[src/rtl/i2c_fwd_pkg.sv]
// Shared types for the I2C forward filter.
// Assumes: one bus-event bundle is produced per clock by the condition detector.
package i2c_fwd_pkg;

    // Bus conditions seen in the current clock cycle
    typedef struct packed {
        logic start;     // START or repeated START
        logic stop;      // STOP
        logic scl_rise;  // SCL rising edge
    } bus_evt_t;

    // Policy encodings of the pass-all mode bit
    localparam logic POLICY_WHITELIST = 1'b0;
    localparam logic POLICY_PASS_ALL  = 1'b1;

endpackage

[src/rtl/i2c_line_sync.sv]
// Synchronizes raw SCL and SDA into the clock domain and keeps a one-cycle
// delayed copy of each, so that edges can be found downstream.
// Assumes: STAGES >= 1; the idle bus level is high, so every flop resets to 1.
module i2c_line_sync #(
    parameter int STAGES = 2
) (
    input  logic clk,
    input  logic rst_n,
    input  logic scl_raw,
    input  logic sda_raw,
    output logic scl_now,
    output logic sda_now,
    output logic scl_prev,
    output logic sda_prev
);
    localparam int LINES = 2;

    logic [LINES-1:0] raw_vec;
    logic [LINES-1:0] chain [STAGES];

    assign raw_vec = {scl_raw, sda_raw};

    genvar g;
    generate
        for (g = 0; g < STAGES; g++) begin : g_stage
            // Purpose: one synchronizer rank for both lines
            always_ff @(posedge clk) begin
                if (!rst_n) begin
                    chain[g] <= '1;
                end else if (g == 0) begin
                    chain[g] <= raw_vec;
                end else begin
                    chain[g] <= chain[(g == 0) ? 0 : g-1];
                end
            end
        end
    endgenerate

    assign scl_now = chain[STAGES-1][1];
    assign sda_now = chain[STAGES-1][0];

    // Purpose: hold previous synchronized levels for edge detection
    always_ff @(posedge clk) begin
        if (!rst_n) begin
            scl_prev <= 1'b1;
            sda_prev <= 1'b1;
        end else begin
            scl_prev <= scl_now;
            sda_prev <= sda_now;
        end
    end
endmodule

[src/rtl/i2c_cond_detect.sv]
// Turns the current and previous synchronized line levels into START,
// STOP and SCL-rise events.
// Assumes: inputs are already synchronized; output is combinational.
module i2c_cond_detect
    import i2c_fwd_pkg::*;
(
    input  logic     scl_now,
    input  logic     sda_now,
    input  logic     scl_prev,
    input  logic     sda_prev,
    output bus_evt_t evt
);
    logic scl_held_high;

    assign scl_held_high = scl_now & scl_prev;

    // Purpose: classify SDA edges during SCL high and find SCL rising edges
    always_comb begin
        evt.start    = scl_held_high &  sda_prev & ~sda_now;
        evt.stop     = scl_held_high & ~sda_prev &  sda_now;
        evt.scl_rise = scl_now & ~scl_prev;
    end
endmodule

[src/rtl/i2c_addr_capture.sv]
// Shifts in the 7-bit address after START, MSB first. On the 8th SCL rise
// (the R/W bit) it pulses addr_done for one cycle, then ignores the bus
// until the next START.
// Assumes: STOP returns the counter to idle.
module i2c_addr_capture
    import i2c_fwd_pkg::*;
#(
    parameter int ADDR_W = 7
) (
    input  logic              clk,
    input  logic              rst_n,
    input  bus_evt_t          evt,
    input  logic              sda_now,
    output logic [ADDR_W-1:0] addr,
    output logic              addr_done
);
    localparam int BYTE_W = ADDR_W + 1;
    localparam int CNT_W  = $clog2(BYTE_W + 1);
    localparam logic [CNT_W-1:0] IDLE_CNT = CNT_W'(BYTE_W);
    localparam logic [CNT_W-1:0] LAST_CNT = CNT_W'(BYTE_W - 1);
    localparam logic [CNT_W-1:0] ADDR_END = CNT_W'(ADDR_W);

    logic [CNT_W-1:0]  bit_cnt;
    logic [ADDR_W-1:0] shreg;

    // Purpose: count address bits and shift them in, restart on START
    always_ff @(posedge clk) begin
        if (!rst_n) begin
            bit_cnt   <= IDLE_CNT;
            shreg     <= '0;
            addr_done <= 1'b0;
        end else begin
            addr_done <= 1'b0;
            if (evt.start) begin
                bit_cnt <= '0;
            end else if (evt.stop) begin
                bit_cnt <= IDLE_CNT;
            end else if (evt.scl_rise && bit_cnt != IDLE_CNT) begin
                bit_cnt <= bit_cnt + 1'b1;
                if (bit_cnt < ADDR_END) begin
                    shreg <= {shreg[ADDR_W-2:0], sda_now};
                end
                if (bit_cnt == LAST_CNT) begin
                    addr_done <= 1'b1;
                end
            end
        end
    end

    assign addr = shreg;

    // the counter never passes the idle value
    a_r2_cnt_range: assert property (@(posedge clk) disable iff (!rst_n)
        bit_cnt <= IDLE_CNT);

    // a decision strobe follows an SCL rising edge
    a_r2_done_after_rise: assert property (@(posedge clk) disable iff (!rst_n)
        addr_done |-> $past(evt.scl_rise));

    // START restarts the address count
    a_r8_restart_count: assert property (@(posedge clk) disable iff (!rst_n)
        evt.start |=> (bit_cnt == '0));
endmodule

[src/rtl/i2c_fwd_decide.sv]
// Compares the captured address with the three identifiers, applies the
// selected policy and holds the result until STOP or START.
// Assumes: a clear (STOP/START) takes priority over a decision in the same cycle.
module i2c_fwd_decide
    import i2c_fwd_pkg::*;
#(
    parameter int ADDR_W = 7
) (
    input  logic              clk,
    input  logic              rst_n,
    input  bus_evt_t          evt,
    input  logic [ADDR_W-1:0] addr,
    input  logic              addr_done,
    input  logic              pass_all_en,
    input  logic [ADDR_W-1:0] local_id,
    input  logic [ADDR_W-1:0] deser_id,
    input  logic [ADDR_W-1:0] remote_id,
    output logic              fwd_en,
    output logic              local_hit
);
    logic is_local;
    logic is_listed;
    logic want_fwd;

    // Purpose: address matching and policy selection
    always_comb begin
        is_local  = (addr == local_id);
        is_listed = (addr == deser_id) || (addr == remote_id);
        if (pass_all_en == POLICY_PASS_ALL) begin
            want_fwd = !is_local;
        end else begin
            want_fwd = !is_local && is_listed;
        end
    end

    // Purpose: latch the decision, clear on STOP or START
    always_ff @(posedge clk) begin
        if (!rst_n) begin
            fwd_en    <= 1'b0;
            local_hit <= 1'b0;
        end else if (evt.stop || evt.start) begin
            fwd_en    <= 1'b0;
            local_hit <= 1'b0;
        end else if (addr_done) begin
            fwd_en    <= want_fwd;
            local_hit <= is_local;
        end
    end

    // the two flags are exclusive
    a_r11_exclusive: assert property (@(posedge clk) disable iff (!rst_n)
        !(fwd_en && local_hit));

    // STOP clears both flags
    a_r7_stop_clears: assert property (@(posedge clk) disable iff (!rst_n)
        evt.stop |=> (!fwd_en && !local_hit));

    // START clears both flags
    a_r8_start_clears: assert property (@(posedge clk) disable iff (!rst_n)
        evt.start |=> (!fwd_en && !local_hit));

    // without a strobe or bus condition the flags hold
    a_r6_hold: assert property (@(posedge clk) disable iff (!rst_n)
        (!addr_done && !evt.start && !evt.stop) |=> ($stable(fwd_en) && $stable(local_hit)));
endmodule

[src/rtl/i2c_fwd_filter.sv]
// Top of the I2C forward address filter: synchronizer, condition detector,
// address capture and policy decision in series.
// Assumes: clk is many times faster than SCL; identifiers are quasi-static.
module i2c_fwd_filter
    import i2c_fwd_pkg::*;
#(
    parameter int ADDR_W      = 7,
    parameter int SYNC_STAGES = 2
) (
    input  logic              clk,
    input  logic              rst_n,
    input  logic              scl_in,
    input  logic              sda_in,
    input  logic              pass_all_en,
    input  logic [ADDR_W-1:0] local_id,
    input  logic [ADDR_W-1:0] deser_id,
    input  logic [ADDR_W-1:0] remote_id,
    output logic              fwd_en,
    output logic              local_hit
);
    logic              scl_now, sda_now, scl_prev, sda_prev;
    bus_evt_t          evt;
    logic [ADDR_W-1:0] addr;
    logic              addr_done;

    i2c_line_sync #(.STAGES(SYNC_STAGES)) u_sync (
        .clk      (clk),
        .rst_n    (rst_n),
        .scl_raw  (scl_in),
        .sda_raw  (sda_in),
        .scl_now  (scl_now),
        .sda_now  (sda_now),
        .scl_prev (scl_prev),
        .sda_prev (sda_prev)
    );

    i2c_cond_detect u_cond (
        .scl_now  (scl_now),
        .sda_now  (sda_now),
        .scl_prev (scl_prev),
        .sda_prev (sda_prev),
        .evt      (evt)
    );

    i2c_addr_capture #(.ADDR_W(ADDR_W)) u_cap (
        .clk       (clk),
        .rst_n     (rst_n),
        .evt       (evt),
        .sda_now   (sda_now),
        .addr      (addr),
        .addr_done (addr_done)
    );

    i2c_fwd_decide #(.ADDR_W(ADDR_W)) u_dec (
        .clk         (clk),
        .rst_n       (rst_n),
        .evt         (evt),
        .addr        (addr),
        .addr_done   (addr_done),
        .pass_all_en (pass_all_en),
        .local_id    (local_id),
        .deser_id    (deser_id),
        .remote_id   (remote_id),
        .fwd_en      (fwd_en),
        .local_hit   (local_hit)
    );

    // flags are low in the cycle after reset
    a_r10_reset_flags: assert property (@(posedge clk)
        !rst_n |=> (!fwd_en && !local_hit));
endmodule

[config.mk]
export PLATFORM = sky130hd
export DESIGN_NAME = i2c_fwd_filter
export DESIGN_NICKNAME = d
export VERILOG_FILES = /design/src/rtl/i2c_fwd_pkg.sv /design/src/rtl/i2c_line_sync.sv /design/src/rtl/i2c_cond_detect.sv /design/src/rtl/i2c_addr_capture.sv /design/src/rtl/i2c_fwd_decide.sv /design/src/rtl/i2c_fwd_filter.sv
export SDC_FILE = /design/constraint.sdc
export NUM_CORES = 1
export LEC_CHECK = 0
export BUFFER_PORTS_ARGS = -buffer_cell sky130_fd_sc_hd__buf_2
export CAP_MARGIN = 20
export CORE_ASPECT_RATIO = 0.6
export CORE_MARGIN = 2
export CORE_UTILIZATION = 46
export CTS_CLUSTER_SIZE = 8
export DETAILED_ROUTE_END_ITERATION = 10
export HOLD_SLACK_MARGIN = 0.03
export PLACE_DENSITY_LB_ADDON = 0.3
export SETUP_SLACK_MARGIN = 0.2
export SLEW_MARGIN = 40
export SYNTH_ARGS = -nofsm -noshare
export SYNTH_HDL_FRONTEND = slang
export SYNTH_SLANG_ARGS = --single-unit
[constraint.sdc]
create_clock -name clk -period 1.6 [get_ports clk]
set_clock_uncertainty 0.2 [all_clocks]
set_input_delay 0.08 -clock clk [delete_from_list [all_inputs] [get_ports clk]]
set_output_delay 0.08 -clock clk [all_outputs]
set_load 0.02 [all_outputs]
# Word-level counts from Yosys, hierarchy flattened
# Memories as Yosys holds them, arrays and structs flattened.
# Cells that the tools add are included.
[classes]
add_sub_neg = 1
mul = 0
div = 0
n_lt_le_gt_ge = 1
n_eq_ne = 5
shifts = 0
mux = 9
bitwise = 15
reduce_logical = 10
[op_table]
columns = ["operator", "count"]
rows = [
  ["7-bit equality test", 3],
  ["4-bit two-way mux", 3],
  ["1-bit NOT", 7],
  ["1-bit AND", 6],
  ["4-bit by 1-bit adder with 4-bit output (second input constant)", 1],
  ["4-bit by 3-bit equality test with 1-bit output (second input constant)", 1],
  ["4-bit by 3-bit < comparator with 1-bit output (second input constant)", 1],
  ["1-bit two-way mux", 4],
  ["2-bit two-way mux", 2],
  ["4-bit inequality test (second input constant)", 1],
  ["4-bit AND reduction", 1],
  ["4-bit OR reduction", 1],
  ["3-bit nonzero test", 1],
  ["3-bit OR reduction", 1],
  ["1-bit logical AND", 2],
  ["1-bit logical OR", 2],
  ["1-bit bitwise OR", 2],
  ["2-bit OR reduction", 1],
  ["1-bit logical NOT", 1],
]
[word_totals]
regBits = 16
latchBits = 0
ram_bits = 4
romBits = 0
inputBits = 26
wordCells = 50
mem_count = 1
[memory_table]
columns = ["memory", "depth", "width", "read_ports", "rd_ports_with_merged_regs", "wr", "line", "rtl"]
rows = [
  ["u_sync.chain", 2, 2, 2, 0, 2, "i2c_line_sync.sv:19", "logic [LINES-1:0] chain [STAGES];"],
]

# Longest topological paths before layout
# Gate-level depths: netlist of run 1.
[logic_depth]
depth_word = 6
mapped_depth = 7
ltp_nobuf = 7

# Hierarchy
# Synthesis of run 1 repeated with hierarchy kept, for this count alone.
[unflattened]
cells_unflattened = 106
area_unflattened_um2 = 1064.8
[modules_own_cells]
columns = ["module", "instances", "cells_per_inst", "area_each_um2"]
rows = [
  ["i2c_addr_capture", 1, 56, 548.0],
  ["i2c_fwd_decide", 1, 35, 331.6],
  ["i2c_line_sync", 1, 12, 157.7],
  ["i2c_cond_detect", 1, 3, 27.5],
]

# Worst setup path before layout of run 1
# No wires, ideal clock.
[synth_timing]
kind = "register to register"
from = "register u_cap.shreg[2], in the netlist u_cap.addr[2]"
to = "register u_dec.fwd_en"
setup_ps = 135
arrival_ps = 1134
required_time_ps = 1265
setup_slack_ps = 130
stages_incl_launch_ff = 6
n_path_buf = 1
period_less_slack_ps = 1470
cell_sequence = "dfxtp_1 > buf_6 > xor2_1 > o41a_1 > o31ai_1 > a21oi_1"
[synth_between]
elab_chain_cells = 4
[synth_lines]
columns = ["element", "line", "rtl"]
rows = [
  ["start: declaration", "i2c_addr_capture.sv:24", "logic [ADDR_W-1:0] shreg;"],
  ["start signal: assignment", "i2c_addr_capture.sv:41", "shreg <= {shreg[ADDR_W-2:0], sda_now};"],
  ["7-bit equality test, on equally long branches", "i2c_fwd_decide.sv:27, i2c_fwd_decide.sv:28", ""],
  ["1-bit logical NOT or 1-bit logical OR (tied branches)", "i2c_fwd_decide.sv:30, i2c_fwd_decide.sv:32, i2c_fwd_decide.sv:28", ""],
  ["1-bit logical AND", "i2c_fwd_decide.sv:32", "want_fwd = !is_local && is_listed;"],
  ["1-bit two-way mux *", "i2c_fwd_decide.sv:29", "if (pass_all_en == POLICY_PASS_ALL) begin"],
  ["end signal: assignment", "i2c_fwd_decide.sv:45", "fwd_en <= want_fwd;"],
  ["end: declaration", "i2c_fwd_decide.sv:18", "output logic fwd_en,"],
]
# Mark *: on every way between the ends. The rest lies on a longest branch, timed or not.
# A chain may end at the register's enable or synchronous reset.

# Worst setup path after layout of run 1
[layout_timing]
from = "register u_cap.shreg[6], in the netlist u_cap.addr[6]"
to = "register u_dec.local_hit"
[layout_between]
elab_chain_cells = 1
[layout_lines]
columns = ["element", "line", "rtl"]
rows = [
  ["7-bit equality test", "i2c_fwd_decide.sv:27", "is_local = (addr == local_id);"],
  ["end signal: assignment", "i2c_fwd_decide.sv:46", "local_hit <= is_local;"],
  ["end: declaration", "i2c_fwd_decide.sv:19", "output logic local_hit"],
]
# No other way between the ends.

==> results by group, run 1 <==
Clock tree
  • Clock root buffer: clkbuf_8
  • Clk slew on worst S/H paths: 0.07 ns
  • TritonCTS clock tree: done
  • Maximum clock path buffer count: 2
  • H-tree levels: 1
  • Clock net sink count: 20
  • Clk Latency, worst-skew pair: 0.26 ns
  • TritonCTS Buffers: 3

Power and ir drop
  • Total net switching power: 0.2166 mW
  • Sw frac: between 20% and 30%
  • Max VDD drop: between 600 and 700 uV
  • Clock network fraction of design power: 37.9%
  • Total power: approximately 1.0 mW
  • Cell internal pwr: 0.7839 mW
  • Sequential fraction of design power: 51.1%
  • LEAKAGE: 0.6336 nW
  • Power per Cell Area: 696.0 nW/um2
  • Comb pwr share: 11.0%

Placed design
  • Port bufs: 27
  • Final HPWL DP: 1567 um
  • GP Congestion: 0.7875
  • Placed Area: between 1000 and 1500 um2

Worst setup path
  • Crit. End Element: flop
  • Max incr delay on CP: 0.44 ns
  • Worst path arrival time: 1.57 ns
  • Cell breakdown of the critical path: xnor2_2 -> nand4_1 -> o41a_1 -> buf_4 -> nor3_2
  • Startpoint Class: flop
  • Critical path class: flop to flop
  • Buf+Inv Stages, Crit Path: 1
  • Critical path fanouts, max: 3
  • Worst EP required: between 1.5 and 2 ns
  • Crit-path leading delay family: compound AO/OA/AOI/OAI gates
  • Critical path's slowest cell: o41a_1

STA
  • Final Hold Vio Count: 0
  • Max-slew violation count: 0
  • Slew margin rel.: around 71%
  • RSZ-0062 raised after global routing: true
  • Worst-Margin Slew: 0.4263 ns
  • Final setup vio count: 0
  • Final period util: 98.71%
  • Fmax: 0.6332 GHz
  • Fin crit period: 1.579 ns

Synthesis
  • Ys Warns: 0
  • FF+latch count, synth: 20
  • Mapped cell area: 1056 um2
  • Yosys cell types: 26
  • Main synth FF type: dfxtp_1
  • Post-synth EDFFs: 0
  • Synth area leader: dfxtp_1
  • Post-synth ARST share: 0%
  • Syn avg cell area: between 9 and 10 um2
  • Synth Net Count: between 100 and 150
  • Cells after Synth: 109
  • Yosys top cell area share: 37.91%
  • Largest cells by area after synthesis: dfxtp_1 (38%), xnor2_1 (12%), mux2i_1 (7.6%)
  • Seq/Total Area, Yosys: around 38%
  • Top post-synthesis cells by count: dfxtp_1 (20), xnor2_1 (15), xor2_1 (9)
  • Top-count cell post-synth: dfxtp_1

Global routing
  • First-pass GRT wire length: 3022 um
  • GRT Util Overall: 16.24%
  • Initial antenna violation count: 0
  • Gr ovfl total: 0
  • Vias in the first global route: 678
  • Largest net degree at the start of global routing: 15

Finish
  • Finished Core Util: 66.45%
  • Filler cells: 171
  • Area grow syn2layout: 36.14%
  • NumNets Final: 173
  • Share of cells above drive strength 1: 44.44%
  • Antenna cell count: 0
  • Design area: 1438 um2

Floorplan
  • I/O Pins: 28
  • Die Ht: slightly above 40 um
  • Full die area: 2708 um2
  • Core Area: around 2200 um2
  • # rows: 13
  • Die X: 65.86 um
  • Initial core utilization: 48.81%

Drt
  • WL per Instance: approximately 13 um
  • Wire length on met1: 1072 um
  • Max layer used: met4
  • Remaining DRCs: 0
  • ANT nets after route: 0
  • Detailed-router iteration count before antenna repair: 4
  • Avg Vias per Cell: 4.730
  • First DRT Iteration DRCs: 24
  • Met3 WL: about 150 um
  • Routed wl met2: 1005 um
  • Post-Route WL: 2257 um
  • Routed vias: 823

Status
  • Outcome: completed

Run
  • Max-cap check violation count: 0

Hold path
  • Worst Hold Class: input pin to flop
## per-layer routing
layer | global-route usage (%) | vias up
li1 | - | 429
met1 | 21.53 | 365
met2 | 22.98 | 24
met3 | 6.593 | 5
met4 | 7.813 | 0
met5 | 0 | -
## flip-flops by register name, summed over array words and instances, names as in the netlist
name	flops
u_cap.addr	7
u_cap.bit_cnt	4
u_sync.chain	4
u_cap.addr_done	1
u_dec.fwd_en	1
u_dec.local_hit	1
u_sync.scl_prev	1
u_sync.sda_prev	1
## final cells by class
type / count / area (um2) / area share, %
repair buffers: 38 / 230.2 / 16.01
inverters: 3 / 16.27 / 1.131
flip-flops and latches: 20 / 419.2 / 29.16
multi-input cells: 79 / 679.4 / 47.26
clock buffers: 4 / 55.05 / 3.829
well taps: 30 / 37.54 / 2.611
## what timing repair did
action	4_1_cts	5_1_grt
buffers inserted	0	3
pin swaps	1	12
hold buffers	4	1
endpoints found under the setup margin	12	13
gates resized for setup	8	27
endpoints found under the hold margin	15	6
## cells by family after synthesis
| logic type | Yosys count | synth area share (%) |
|---|---|---|
| and+or+nand+nor | 38 | 20.26 |
| adders and majority gates | 2 | 2.369 |
| muxes | 8 | 7.583 |
| AOI/OAI and AO/OA | 7 | 4.740 |
| DFF | 20 | 37.91 |
| buffers and inverters | 10 | 7.226 |
| xor gates and xnor gates | 24 | 19.91 |
## stage by stage
stage	setup TNS, ns	setup slack [ns]	hold slack (ns)	std cells
3_5_place_dp	0	0.03618	0.06444	162
3_3_place_gp	0	0.1239	0.06584	162
2_1_floorplan	0	0.1304	-0.04696	109
6_report	0	0.02062	0.1739	174
4_1_cts	0	0.08166	0.07247	170
5_1_grt	-0.02304	-0.02304	0.2013	174
## power by group through the flow
stage / logic, mW / clock network, mW / registers (mW)
global route: 0.121 / 0.416 / 0.512
finish: 0.110 / 0.379 / 0.512
CTS: 0.0990 / 0.392 / 0.512
global placement: 0.0879 / 0 / 0.525
floorplan: 0.0468 / 0 / 0.523
detailed placement: 0.0889 / 0 / 0.525
## placed cells by master, fill, tap and decap left out, types with 3 or more instances in the layout
master	synthesis	routed
dlygate4sd3_1	0	5
nand4_1	3	3
clkbuf_8	0	4
buf_2	1	27
dfxtp_4	0	3
buf_4	0	6
xnor2_1	15	13
nor2_1	6	4
dfxtp_2	0	6
nand2b_1	8	7
xor2_1	9	9
dfxtp_1	20	11
mux2i_1	8	8
nor2b_1	7	7
nand2_1	6	4
## worst reg2reg max path: cells and delay by family (launching register included)
kind / cells / cell delay, ns
buffers and inverters: 1 / 0.16
XOR/XNOR: 1 / 0.13
flip-flops: 1 / 0.36
AO/OA/AOI/OAI: 1 / 0.44
AND/OR/NAND/NOR: 2 / 0.23
## path summary, 6_finish.rpt
kind         cells after the start                 end                from  slack [ns]
max                              5     u_dec.local_hit       u_cap.addr[6]        0.02
min                              6        u_dec.fwd_en        remote_id[5]        0.17
max reg2reg                      5     u_dec.local_hit       u_cap.addr[6]        0.02
min reg2reg                      1  u_sync.chain[1][0]  u_sync.chain[0][0]        0.21
Power figures use the tool's default switching activity.
==> run 2, diff against run 1 <==
--- a/config.mk
+++ b/config.mk
@@ -18,4 +18,5 @@
 export SLEW_MARGIN = 40
 export SYNTH_ARGS = -nofsm -noshare
 export SYNTH_HDL_FRONTEND = slang
+export SYNTH_HIERARCHICAL = 1
 export SYNTH_SLANG_ARGS = --single-unit
==> run 2 against run 1 <==
Net effect: non-clock buffer count increased by 6; synthesized cell count decreased by 2.8%; clock power increased by 32%; first-iteration DRC count increased by 46%; synthesized area increased by 0.83%; core utilization increased by 4.3 points; combinational power increased by 19%; wire length increased by 14%; critical path type unchanged.
==> results by group, run 2 <==
Status
  • Outcome: completed

Finish
  • Commonest non-fill, non-tap cell in the layout: buf_2
  • Multi-input combinational cell area: 716.9 um2 (+5.5%)
  • Share of cells above drive strength 1: 46.41% (+2.0 points)
  • Max reg flops: 7 (unchanged)
  • FF+latch area: 422.9 um2 (+0.90%)
  • NumNets Final: 182 (+5.2%)
  • Antenna cell count: 0 (unchanged)
  • Area grow syn2layout: 44.77%
  • Finished Core Util: 70.72% (+4.3 points)
  • Filler cells: 167 (-2.3%)
  • Most frequent cells in the layout: buf_2 (27), nand2_1 (11), buf_4 (10), dfxtp_1 (10)

STA
  • Worst-Margin Slew: 0.3439 ns (-0.08244 ns)
  • Final setup vio count: 0 (unchanged)
  • Final Hold Vio Count: 0 (unchanged)
  • Fmax: 0.6343 GHz (+0.19%)
  • Fin crit period: 1.576 ns (-0.002924 ns)
  • Final period util: 98.53% (-0.18 points)
  • RSZ-0062 raised after global routing: true
  • Max-slew violation count: 0 (unchanged)
  • Min Hold Slack: 0.07201 ns (-0.1019 ns)
  • Slew margin rel.: 77.00% (+5.5 points)

Placed design
  • GP Congestion: 0.7445 (-5.5%)
  • Final HPWL DP: 1702 um (+8.6%)
  • Port bufs: 27 (unchanged)

Worst setup path
  • FF-to-FF setup slack: 0.02 ns (about the same)
  • Worst path arrival time: 1.52 ns (-0.05 ns)
  • Worst EP required: 1.54 ns (-0.05 ns)
  • Reg2reg start: u_sync/scl_prev
  • Max incr delay on CP: 0.36 ns (-0.08 ns)
  • Depth of the most critical reg-to-reg path: 4 (-1)
  • Launch point of the worst path: u_sync/scl_prev
  • Startpoint Class: flop
  • Crit. End Element: flop
  • Worst R2R End: u_cap/addr[6]
  • Cell breakdown of the critical path: and4b_2 -> nor4b_4 -> nand2_4 -> mux2i_1
  • Critical path fanouts, max: 7 (+4)
  • Critical path's slowest cell: nor4b_4
  • Critical path class: flop to flop

Synthesis
  • Post-synth EDFFs: 0 (unchanged)
  • Mapped cell area: 1065 um2 (+0.83%)
  • Top-count cell post-synth: dfxtp_1
  • Seq/Total Area, Yosys: 37.60% (-0.31 points)
  • Synth area leader: dfxtp_1
  • Syn avg cell area: 10.05 um2 (+3.7%)
  • Yosys top cell area share: 37.60% (-0.31 points)
  • Cells after Synth: 106 (-2.8%)
  • Main synth FF type: dfxtp_1
  • Top post-synthesis cells by count: dfxtp_1 (20), xnor2_1 (12), nand2_1 (11)
  • Ys Warns: 6 (+6)
  • FF+latch count, synth: 20 (unchanged)
  • Synth Net Count: 134 (-2.2%)
  • Largest cells by area after synthesis: dfxtp_1 (38%), xnor2_1 (9.9%), mux2i_1 (6.6%)
  • Yosys cell types: 30 (+15%)
  • Post-synth ARST share: 0% (unchanged)

Clock tree
  • H-tree levels: 1 (unchanged)
  • Clock net sink count: 20 (unchanged)
  • Clk slew on worst S/H paths: 0.07 ns (about the same)
  • TritonCTS Buffers: 3 (unchanged)
  • Clock root buffer: clkbuf_8
  • Clk Latency, worst-skew pair: 0.26 ns (about the same)
  • Maximum clock path buffer count: 2 (unchanged)
  • TritonCTS clock tree: done

Hold path
  • Hold_sp: rst_n
  • Hold Path Stages: 3 (-3)
  • Worst Hold Class: input pin to flop
  • Hold Crit Endpoint: u_dec/local_hit

Drt
  • Max layer used: met4
  • Detailed-router iteration count before antenna repair: 4 (unchanged)
  • Wire length on met1: 1250 um (+17%)
  • Remaining DRCs: 0 (unchanged)
  • ANT nets after route: 0 (unchanged)
  • Routed vias: 930 (+13%)
  • Met3 WL: 130 um (-13%)
  • WL per Instance: 14.10 um (+8.7%)
  • First DRT Iteration DRCs: 35 (+46%)
  • Post-Route WL: 2581 um (+14%)
  • Avg Vias per Cell: 5.082 (+7.4%)
  • Routed wl met2: 1184 um (+18%)

Floorplan
  • Die X: 66.11 um (+0.39%)
  • I/O Pins: 28 (unchanged)
  • Die Ht: 41.27 um (+0.36%)
  • Core Area: 2180 um2 (+0.75%)
  • # rows: 13 (unchanged)
  • Initial core utilization: 48.85% (about the same)
  • Full die area: 2728 um2 (+0.75%)

Global routing
  • Initial antenna violation count: 0 (unchanged)
  • Gr ovfl total: 0 (unchanged)
  • Vias in the first global route: 825 (+22%)
  • First-pass GRT wire length: 3795 um (+26%)
  • GRT Util Overall: 20.12% (+3.9 points)
  • Largest net degree at the start of global routing: 13 (-2)

Run
  • Max-cap check violation count: 0 (unchanged)

Power and ir drop
  • Max VDD drop: 660.9 uV (-3.0%)
  • Power per Cell Area: 738.3 nW/um2 (+6.1%)
  • LEAKAGE: 0.6793 nW (+7.2%)
  • Cell internal pwr: 0.9094 mW (+16%)
  • Total net switching power: 0.2287 mW (+5.6%)
  • Sequential fraction of design power: 44.3% (-6.8 points)
  • Clock network fraction of design power: 44.1% (+6.2 points)
  • Sw frac: 20.10% (-1.6 points)
  • Comb pwr share: 11.5% (+0.5 points)
[run 2: power by group through the flow]
stage	sequential [mW]	clock (mW)	combinational, mW
finish	0.504	0.502	0.131
floorplan	0.521	0	0.0522
global route	0.505	0.535	0.142
CTS	0.504	0.510	0.121
detailed placement	0.522	0	0.0993
global placement	0.522	0	0.0965
[run 2: area by class of cell]
cell class	count	share of cell area, %
clock buffers	3	2.679
repair buffers	44	18.26
well taps	30	2.435
clock inverters	1	1.948
multi-input cells	82	46.51
flip-flops and latches	20	27.44
inverters	3	0.7305
[run 2: kinds of logic (layout without fill, tap and decap cells)]
family          count (synthesis)  count (layout)  share of synthesized area, %
simple gates                   43              43                         27.38
compound gates                  9               9                         6.580
mux                             7               7                         6.581
flops                          20              20                         37.60
buf+inv                         4              51                         1.527
xor+xnor                       21              21                         17.98
fa+ha+maj                       2               2                         2.350
[run 2: worst max-delay path: cells and delay by family (launching register included)]
kind             cells  cell delay, ns
AND/OR/NAND/NOR      3            0.79
flip-flops           1            0.32
multiplexers         1            0.15
[run 2: worst max-delay path by stage]
stage                    end  slack (ns)  cells after the start
5_1_grt         u_dec/fwd_en       -0.07                      6
4_1_cts        u_cap/addr[6]        0.04                      4
3_5_place_dp    u_dec/fwd_en        0.04                      5
3_3_place_gp    u_dec/fwd_en        0.08                      5
6_report       u_cap/addr[6]        0.02                      4
2_1_floorplan  u_cap/addr[0]        0.13                      4
[run 2: through the flow]
stage	instance area (um2)	power, mW	setup slack (ns)	cells	setup TNS, ns
finish	1541	1.138	0.02354	183	0
detailed placement	1250	0.6215	0.03768	164	0
global placement	1250	0.6182	0.08448	164	0
floorplan	1067	0.5729	0.1312	106	0
CTS	1481	1.135	0.03596	181	0
global route	1541	1.183	-0.07238	183	-0.1636
[run 2: repair_timing]
item,in CTS,in global routing
pin swaps,5,8
hold buffers,6,0
setup buffers,7,2
endpoints found under the setup margin,14,14
resized for setup,14,17
hold endpoints to repair,8,0
[run 2: layer usage]
metal | vias up | track usage, %
li1 | 467 | -
met3 | 2 | 5.769
met4 | 0 | 6.122
met2 | 25 | 32.75
met5 | - | 0
met1 | 436 | 26.52
